==> config.mk <==
export PLATFORM = sky130hd
export DESIGN_NAME = ifd_packed_fetch
export DESIGN_NICKNAME = d
export VERILOG_FILES = /design/src/rtl/ifd_pkg.sv /design/src/rtl/ifd_ir_store.sv /design/src/rtl/ifd_slot_decode.sv /design/src/rtl/ifd_packed_fetch.sv
export SDC_FILE = /design/constraint.sdc
export NUM_CORES = 1
export LEC_CHECK = 0
export CAP_MARGIN = 20
export CORE_UTILIZATION = 53
export CTS_CLUSTER_DIAMETER = 120
export DETAILED_ROUTE_END_ITERATION = 10
export DONT_BUFFER_PORTS = 1
export HOLD_SLACK_MARGIN = 0.06
export PLACE_DENSITY = 0.68
export SETUP_SLACK_MARGIN = 0.2
export SLEW_MARGIN = 30
export SYNTH_ARGS = -nofsm -noshare
export SYNTH_HDL_FRONTEND = slang
export SYNTH_SLANG_ARGS = --single-unit
==> constraint.sdc <==
create_clock -name clk_i -period 2.94 [get_ports clk_i]
set_input_delay 0.147 -clock clk_i [delete_from_list [all_inputs] [get_ports clk_i]]
set_output_delay 0.147 -clock clk_i [all_outputs]
set_load 0.03 [all_outputs]
==> src/rtl/ifd_pkg.sv <==
package ifd_pkg;
  localparam int unsigned WORD_W = 16;
  localparam int unsigned SLOT_W = WORD_W / 2;
  localparam int unsigned OPC_W  = 4;
  localparam int unsigned SEL_W  = 2;

  localparam logic [OPC_W-1:0]  LONG_OPC  = '1;
  localparam logic [SLOT_W-1:0] NOP_SLOT  = '0;

  typedef enum logic {
    SLOT_HI = 1'b0,
    SLOT_LO = 1'b1
  } slot_e;
endpackage

==> src/rtl/ifd_ir_store.sv <==
module ifd_ir_store
  import ifd_pkg::*;
#(
  parameter int unsigned W = WORD_W
) (
  input  logic         clk_i,
  input  logic         rst_ni,
  input  logic [W-1:0] word_i,
  input  logic         load_i,
  input  logic         step_i,
  input  logic         halt_i,
  output logic [W-1:0] ir_o,
  output slot_e        slot_o
);
  logic [W-1:0] ir_q;
  slot_e        slot_q;

  always_ff @(posedge clk_i or negedge rst_ni) begin
    if (!rst_ni) begin
      ir_q   <= '0;
      slot_q <= SLOT_HI;
    end else if (!halt_i) begin
      if (load_i) begin
        ir_q   <= word_i;
        slot_q <= SLOT_HI;
      end else if (step_i) begin
        slot_q <= SLOT_LO;
      end
    end
  end

  assign ir_o   = ir_q;
  assign slot_o = slot_q;


  halt_hold_chk: assert property (@(posedge clk_i) disable iff (!rst_ni)
    halt_i |=> ($stable(ir_q) && $stable(slot_q)));


  load_wins_chk: assert property (@(posedge clk_i) disable iff (!rst_ni)
    (load_i && !halt_i) |=> (slot_q == SLOT_HI && ir_q == $past(word_i)));
endmodule

==> src/rtl/ifd_slot_decode.sv <==
module ifd_slot_decode
  import ifd_pkg::*;
#(
  parameter int unsigned W  = WORD_W,
  parameter int unsigned SW = W / 2,
  parameter int unsigned OW = OPC_W,
  parameter int unsigned RW = SEL_W
) (
  input  logic [W-1:0]  ir_i,
  input  slot_e         slot_i,
  output logic [OW-1:0] opcode_o,
  output logic [RW-1:0] dst_o,
  output logic [RW-1:0] src_o,
  output logic [SW-1:0] imm_o,
  output logic          long_o,
  output logic          last_o
);
  logic [SW-1:0] hi_byte, lo_byte, cur;
  logic          hi_long, lo_empty;

  assign hi_byte  = ir_i[W-1:SW];
  assign lo_byte  = ir_i[SW-1:0];
  assign hi_long  = (hi_byte[SW-1 -: OW] == LONG_OPC[OW-1:0]);
  assign lo_empty = (lo_byte == NOP_SLOT[SW-1:0]);

  always_comb begin
    cur      = (slot_i == SLOT_LO) ? lo_byte : hi_byte;
    opcode_o = cur[SW-1 -: OW];
    dst_o    = cur[RW*2-1 -: RW];
    src_o    = cur[RW-1:0];
    long_o   = (slot_i == SLOT_HI) && hi_long;
    imm_o    = long_o ? lo_byte : '0;
    // word exhausted after the current instruction
    last_o   = (slot_i == SLOT_LO) || hi_long || lo_empty;
  end
endmodule

==> src/rtl/ifd_packed_fetch.sv <==
module ifd_packed_fetch
  import ifd_pkg::*;
#(
  parameter int unsigned W  = WORD_W,
  parameter int unsigned SW = W / 2,
  parameter int unsigned OW = OPC_W,
  parameter int unsigned RW = SEL_W
) (
  input  logic          clk_i,
  input  logic          rst_ni,
  input  logic [W-1:0]  mem_word_i,
  input  logic          load_i,
  input  logic          advance_i,
  input  logic          halt_i,
  output logic [OW-1:0] opcode_o,
  output logic [RW-1:0] dst_sel_o,
  output logic [RW-1:0] src_sel_o,
  output logic [SW-1:0] imm_o,
  output logic          is_long_o,
  output logic          fetch_req_o
);
  logic [W-1:0] ir;
  slot_e        slot;
  logic         last;
  logic         step;

  assign step = advance_i && !last;

  ifd_ir_store #(.W(W)) u_store (
    .clk_i  (clk_i),
    .rst_ni (rst_ni),
    .word_i (mem_word_i),
    .load_i (load_i),
    .step_i (step),
    .halt_i (halt_i),
    .ir_o   (ir),
    .slot_o (slot)
  );

  ifd_slot_decode #(.W(W), .SW(SW), .OW(OW), .RW(RW)) u_decode (
    .ir_i     (ir),
    .slot_i   (slot),
    .opcode_o (opcode_o),
    .dst_o    (dst_sel_o),
    .src_o    (src_sel_o),
    .imm_o    (imm_o),
    .long_o   (is_long_o),
    .last_o   (last)
  );

  assign fetch_req_o = last;


  lower_entry_chk: assert property (@(posedge clk_i) disable iff (!rst_ni)
    $rose(slot == SLOT_LO) |-> $past(advance_i && !load_i && !halt_i));


  long_last_chk: assert property (@(posedge clk_i) disable iff (!rst_ni)
    is_long_o |-> (fetch_req_o && slot == SLOT_HI));


  exhausted_hold_chk: assert property (@(posedge clk_i) disable iff (!rst_ni)
    (fetch_req_o && advance_i && !load_i) |=>
      ($stable(opcode_o) && $stable(dst_sel_o) && $stable(src_sel_o) &&
       $stable(imm_o) && $stable(is_long_o)));
endmodule

## Word level (Yosys, flattened, before mapping)

Cells that the tools add are included.
Widths: inputs -> output; s select.

- Bitwise logic cells: 2
- Multiplexer cells: 4
- Eq/ne operators: 1
- Reductions and logical operators: 9

Operators by type and width:

| kind | number |
|---|---|
| $mux 8 | 2 |
| $logic_not 8->1 | 1 |
| $eq 4x4->1 const B | 1 |
| $reduce_and 2->1 | 2 |
| $logic_and 1x1->1 | 2 |
| $logic_or 1x1->1 | 2 |
| $mux 1 | 2 |
| $not 1->1 | 2 |
| $reduce_bool 2->1 | 1 |
| $logic_not 1->1 | 1 |

- Output and inout port bits: 18
- Register bits: 17
- Logic and storage cells: 18

## Logic depth before layout (Yosys ltp)

- Depth after elaboration: 7
- Gate-level depth with buffers: 4
- Depth with buffers taken out: 3

## Cells and area by module

Synthesis repeated with hierarchy kept, for this count alone.

- Cells, all modules: 66
- Area, all modules: 904.6 um^2

By module, submodules not included:

| module | area each (um^2) | cells each | instances | seq. area each (um^2) |
|---|---|---|---|---|
| ifd_ir_store | 686.9 | 39 | 1 | 425.4 |
| ifd_slot_decode | 203.9 | 26 | 1 | 0.0 |
| ifd_packed_fetch | 13.8 | 1 | 1 | 0.0 |

## Worst setup path before layout

Ideal clock, no wire load.

- Kind: register to output
- From: reg u_store.ir_q[3], in the netlist u_store.ir_o[3]
- To: out fetch_req_o
- Path buffers: 0
- Data required time: 2793 ps
- Slack: 1340 ps
- Arrival: 1453 ps
- Stages on the path, launching flop included: 3
- Path through: dfrtp_1 or4_1 o211ai_1

- Cells in the longest elaborated chain, start to end: 2

RTL lines:

| item | line | text |
|---|---|---|
| start, declared | ifd_ir_store.sv:15 | `logic [W-1:0] ir_q;` |
| start signal, assigned | ifd_ir_store.sv:24 | `ir_q <= word_i;` |
| $logic_not 8->1 | ifd_slot_decode.sv:24 | `assign lo_empty = (lo_byte == NOP_SLOT[SW-1:0]);` |
| $logic_or 1x1->1 | ifd_slot_decode.sv:34 | `last_o = (slot_i == SLOT_LO) \|\| hi_long \|\| lo_empty;` |
| end, declared | ifd_packed_fetch.sv:20 | `output logic fetch_req_o` |

No other way between the ends.

## Final worst setup path

- From: reg u_store.slot_q, in the netlist u_store.slot_o
- To: out imm_o[2]

- Cells in the longest elaborated chain, start to end: 3

RTL lines:

| item | line | text |
|---|---|---|
| start, declared | ifd_ir_store.sv:16 | `slot_e slot_q;` |
| start signal, assigned | ifd_ir_store.sv:21 | `slot_q <= SLOT_HI;` |
| start signal, assigned | ifd_ir_store.sv:25 | `slot_q <= SLOT_HI;` |
| start signal, assigned | ifd_ir_store.sv:27 | `slot_q <= SLOT_LO;` |
| $not 1->1 | ifd_slot_decode.sv:31 | `long_o = (slot_i == SLOT_HI) && hi_long;` |
| $logic_and 1x1->1 | ifd_slot_decode.sv:31 |  |
| net is_long_o | ifd_packed_fetch.sv:19 | `output logic is_long_o,` |
| $mux 8 | ifd_slot_decode.sv:32 | `imm_o = long_o ? lo_byte : '0;` |
| end, declared | ifd_packed_fetch.sv:18 | `output logic [SW-1:0] imm_o,` |

The timed path passes the listed nets, and every way through them passes these cells.

==> impl_metrics.sql <==
INSERT INTO impl_metrics (metric_group, metric, value, unit) VALUES
('sta', 'hold_viol', '0', ''),
('floorplanning', 'die_w', '41.89', 'um'),
('cts', 'post_cts.resized_instances', '0', ''),
('finish', 'number_of_diodes_added_for_antenna_fixing', '0', ''),
('power_and_ir_drop', 'switching_power', '0.0001987', 'W'),
('logic_synthesis', 'commonest_cells_in_the_synthesized_netlist', 'sky130_fd_sc_hd__dfrtp_1, sky130_fd_sc_hd__mux2_1, sky130_fd_sc_hd__and2_1', ''),
('finish', 'design.final.nets', '108', ''),
('cts', 'cts_setup_buffers', '0', ''),
('finish', 'drive_above_1_share', '0.1628', ''),
('critical_path', 'worstReg2RegStart', 'u_store.ir_o[3]', ''),
('floorplanning', 'die-height', '41.89', 'um'),
('hold_path', 'holdCritStartpoint', 'halt_i', ''),
('hold_path', 'worst_hold_path_type', 'input port to register', ''),
('floorplanning', 'floorplan.initialDensity', '0.5664', ''),
('power_and_ir_drop', 'p_comb_frac', '0.285', ''),
('critical_path', 'max_stage_delay', '520', 'ps'),
('global_routing', 'grt_overflow', '0', ''),
('logic_synthesis', 'yosysTopAreaCell', 'sky130_fd_sc_hd__dfrtp_1', ''),
('logic_synthesis', 'synthesis.area', '843.3', 'um2'),
('critical_path', 'worstPathRequired', '2790', 'ps'),
('power_and_ir_drop', 'pwr-share-clk', '0.203', ''),
('sta', 'summed_negative_setup_slack_over_all_endpoints', '0', 'ps'),
('logic_synthesis', 'syn-instance-count', '65', ''),
('logic_synthesis', 'synth_edf_count', '0', ''),
('logic_synthesis', 'synth_fp_nets', '86', ''),
('place', 'quantity_of_i_o_buffers_inserted_on_ports', '0', ''),
('logic_synthesis', 'synth_largest_type_area_fraction', '0.5045', ''),
('finish', 'postLayoutCellArea', '1070', 'um2'),
('logic_synthesis', 'synth_warnings', '0', ''),
('critical_path', 'cp_data_arrival_time', '1920', 'ps'),
('route', 'route.vias.total', '585', ''),
('floorplanning', 'design.core.area', '1489', 'um2'),
('route', 'via_per_inst', '5.735', ''),
('route', 'drt.antenna.violating_nets', '0', ''),
('power_and_ir_drop', 'p_sw_frac', '0.3392', ''),
('critical_path', 'cp_max_fo', '10', ''),
('floorplanning', 'area_of_the_die', '1755', 'um2'),
('logic_synthesis', 'post_synth_main_area_contributors', 'sky130_fd_sc_hd__dfrtp_1, sky130_fd_sc_hd__mux2_1, sky130_fd_sc_hd__mux2_2', ''),
('place', 'globalplace.congestion', '0.6970', ''),
('logic_synthesis', 'yosys_register_bits', '17', ''),
('cts', 'clock_insertion_delay_worst_skew', '280', 'ps'),
('critical_path', 'cp-startpoint', 'u_store.slot_o', ''),
('global_routing', 'grt_start_max_net_pins', '18', ''),
('finish', 'nFillCells', '117', ''),
('power_and_ir_drop', 'power_leakage', '0.4456', 'nW'),
('cts', 'post_cts_hold_buffer_count', '19', ''),
('power_and_ir_drop', 'power.internal', '0.0003870', 'W'),
('global_routing', 'antenna_found_initial', '0', ''),
('logic_synthesis', 'post_synth.cell_area_avg', '12.97', 'um2'),
('sta', 'drv_slew', '0', ''),
('logic_synthesis', 'ys_types', '18', ''),
('status', 'status', 'finished, final reports clean', ''),
('floorplanning', 'fp-row-count', '14', ''),
('sta', 'setup_viol', '0', ''),
('critical_path', 'path_delay_family', 'simple AND/OR/NAND/NOR gates', ''),
('global_routing', 'grt_pass1_wl', '2718', 'um'),
('cts', 'clk_path_buf_depth', '2', ''),
('logic_synthesis', 'synth_sequential_area_ratio', '0.5045', ''),
('cts', 'clock_tree.root_cell', 'sky130_fd_sc_hd__clkbuf_4', ''),
('global_routing', 'grt_usage', '0.2107', ''),
('sta', 'finClkSkew', '0.6486', 'ps'),
('finish', 'area.growth.synth_to_final', '26.86', '%'),
('cts', 'cts_buffers', '3', ''),
('sta', 'ratio_of_final_minimum_period_to_clock_period', '0.7041', ''),
('sta', 'relSlewSlack', '0.4717', ''),
('sta', 'tightestPinTransition', '789.8', 'ps'),
('critical_path', 'crit_buf_inv', '0', ''),
('route', 'drc', '0', ''),
('power_and_ir_drop', 'share_seq_of_total_power', '0.512', ''),
('sta', 'post-route-worst-setup-slack', '870.0', 'ps'),
('critical_path', 'startpoint_type', 'register', '');
-- per-stage QoR --
| step | std cells | utilization | total power, W | hold slack (ps) |
|---|---|---|---|---|
| 2_1_floorplan | 65 | - | 0.0004279 | -148.6 |
| 6_report | 102 | 0.7185 | 0.0005856 | 265.8 |
| 4_1_cts | 102 | 0.7185 | 0.0005935 | 259.8 |
| 3_5_place_dp | 79 | 0.5731 | 0.0004481 | -148.3 |
| 3_3_place_gp | 79 | 0.5731 | 0.0004454 | -148.3 |
| 5_1_grt | 102 | 0.7185 | 0.0006153 | 294.8 |
-- path summary, 6_finish.rpt --
path,slack (ps),cells after the start,to
worst max-delay path,870,3,imm_o[2]
worst min-delay path,270,3,u_store.slot_o
worst max register to register,1020,4,u_store.slot_o
worst min register to register,490,1,u_store.ir_o[8]
max in group asynchronous,2060,1,u_store.ir_o[8]
min in group asynchronous,390,1,u_store.ir_o[13]
-- routing by layer --
metal,vias to the layer above,track usage,routed length (um),share of wire
met5,-,0,0,0
met4,0,0.07742,9,0.0053
met3,2,0.03913,95,0.056
met2,23,0.3594,884,0.52
met1,288,0.2651,706,0.42
li1,272,-,-,-
-- power groups by stage --
stage | combinational (W) | clock (W) | sequential, W
global route | 0.000176 | 0.000133 | 0.000306
finish | 0.000167 | 0.000119 | 0.000300
detailed placement | 0.000142 | 0 | 0.000306
global placement | 0.000141 | 0 | 0.000304
CTS | 0.000168 | 0.000125 | 0.000301
floorplan | 0.000138 | 0 | 0.000290
-- kinds of logic after synthesis --
group	Yosys count	synth area share
AND/OR/NAND/NOR	17	0.1261
buffers and inverters	5	0.02968
flip-flops	17	0.5045
AO/OA/AOI/OAI	3	0.03263
multiplexers	23	0.3071
-- sequential cells by signal, indices dropped and copies added, names as in the netlist --
signal          flops
u_store.ir_o       16
u_store.slot_o      1
-- worst register-to-register path, delay by kind of cell, from the launching register on --
| kind | cells | cell delay, ps |
|---|---|---|
| flip-flops | 1 | 410 |
| AND/OR/NAND/NOR | 1 | 580 |
| AO/OA/AOI/OAI | 2 | 240 |
| buffers and inverters | 1 | 570 |
-- area by class of cell --
type | count | area, um2 | area share
Clock buffer | 4 | 26.28 | 0.02456
Inverter | 2 | 7.507 | 0.007018
Multi-Input combinational cell | 43 | 392.9 | 0.3673
Sequential cell | 17 | 425.4 | 0.3977
Tap cell | 16 | 20.02 | 0.01871
Timing Repair Buffer | 20 | 197.7 | 0.1848
-- cells in the final DEF (no fill, tap or decap), drive strengths merged --
cell,netlist,routed
o211ai,1,1
nor2,1,1
nand2,2,2
o2111ai,1,1
clkbuf,0,4
nand3,1,1
buf,3,1
nor2b,1,1
dfrtp,17,17
inv,2,2
mux2,23,23
nand2b,1,1
nand4,1,1
or4,2,2
a21oi,1,1
and2,8,8
dlygate4sd3,0,19
Power figures use the tool's default switching activity.
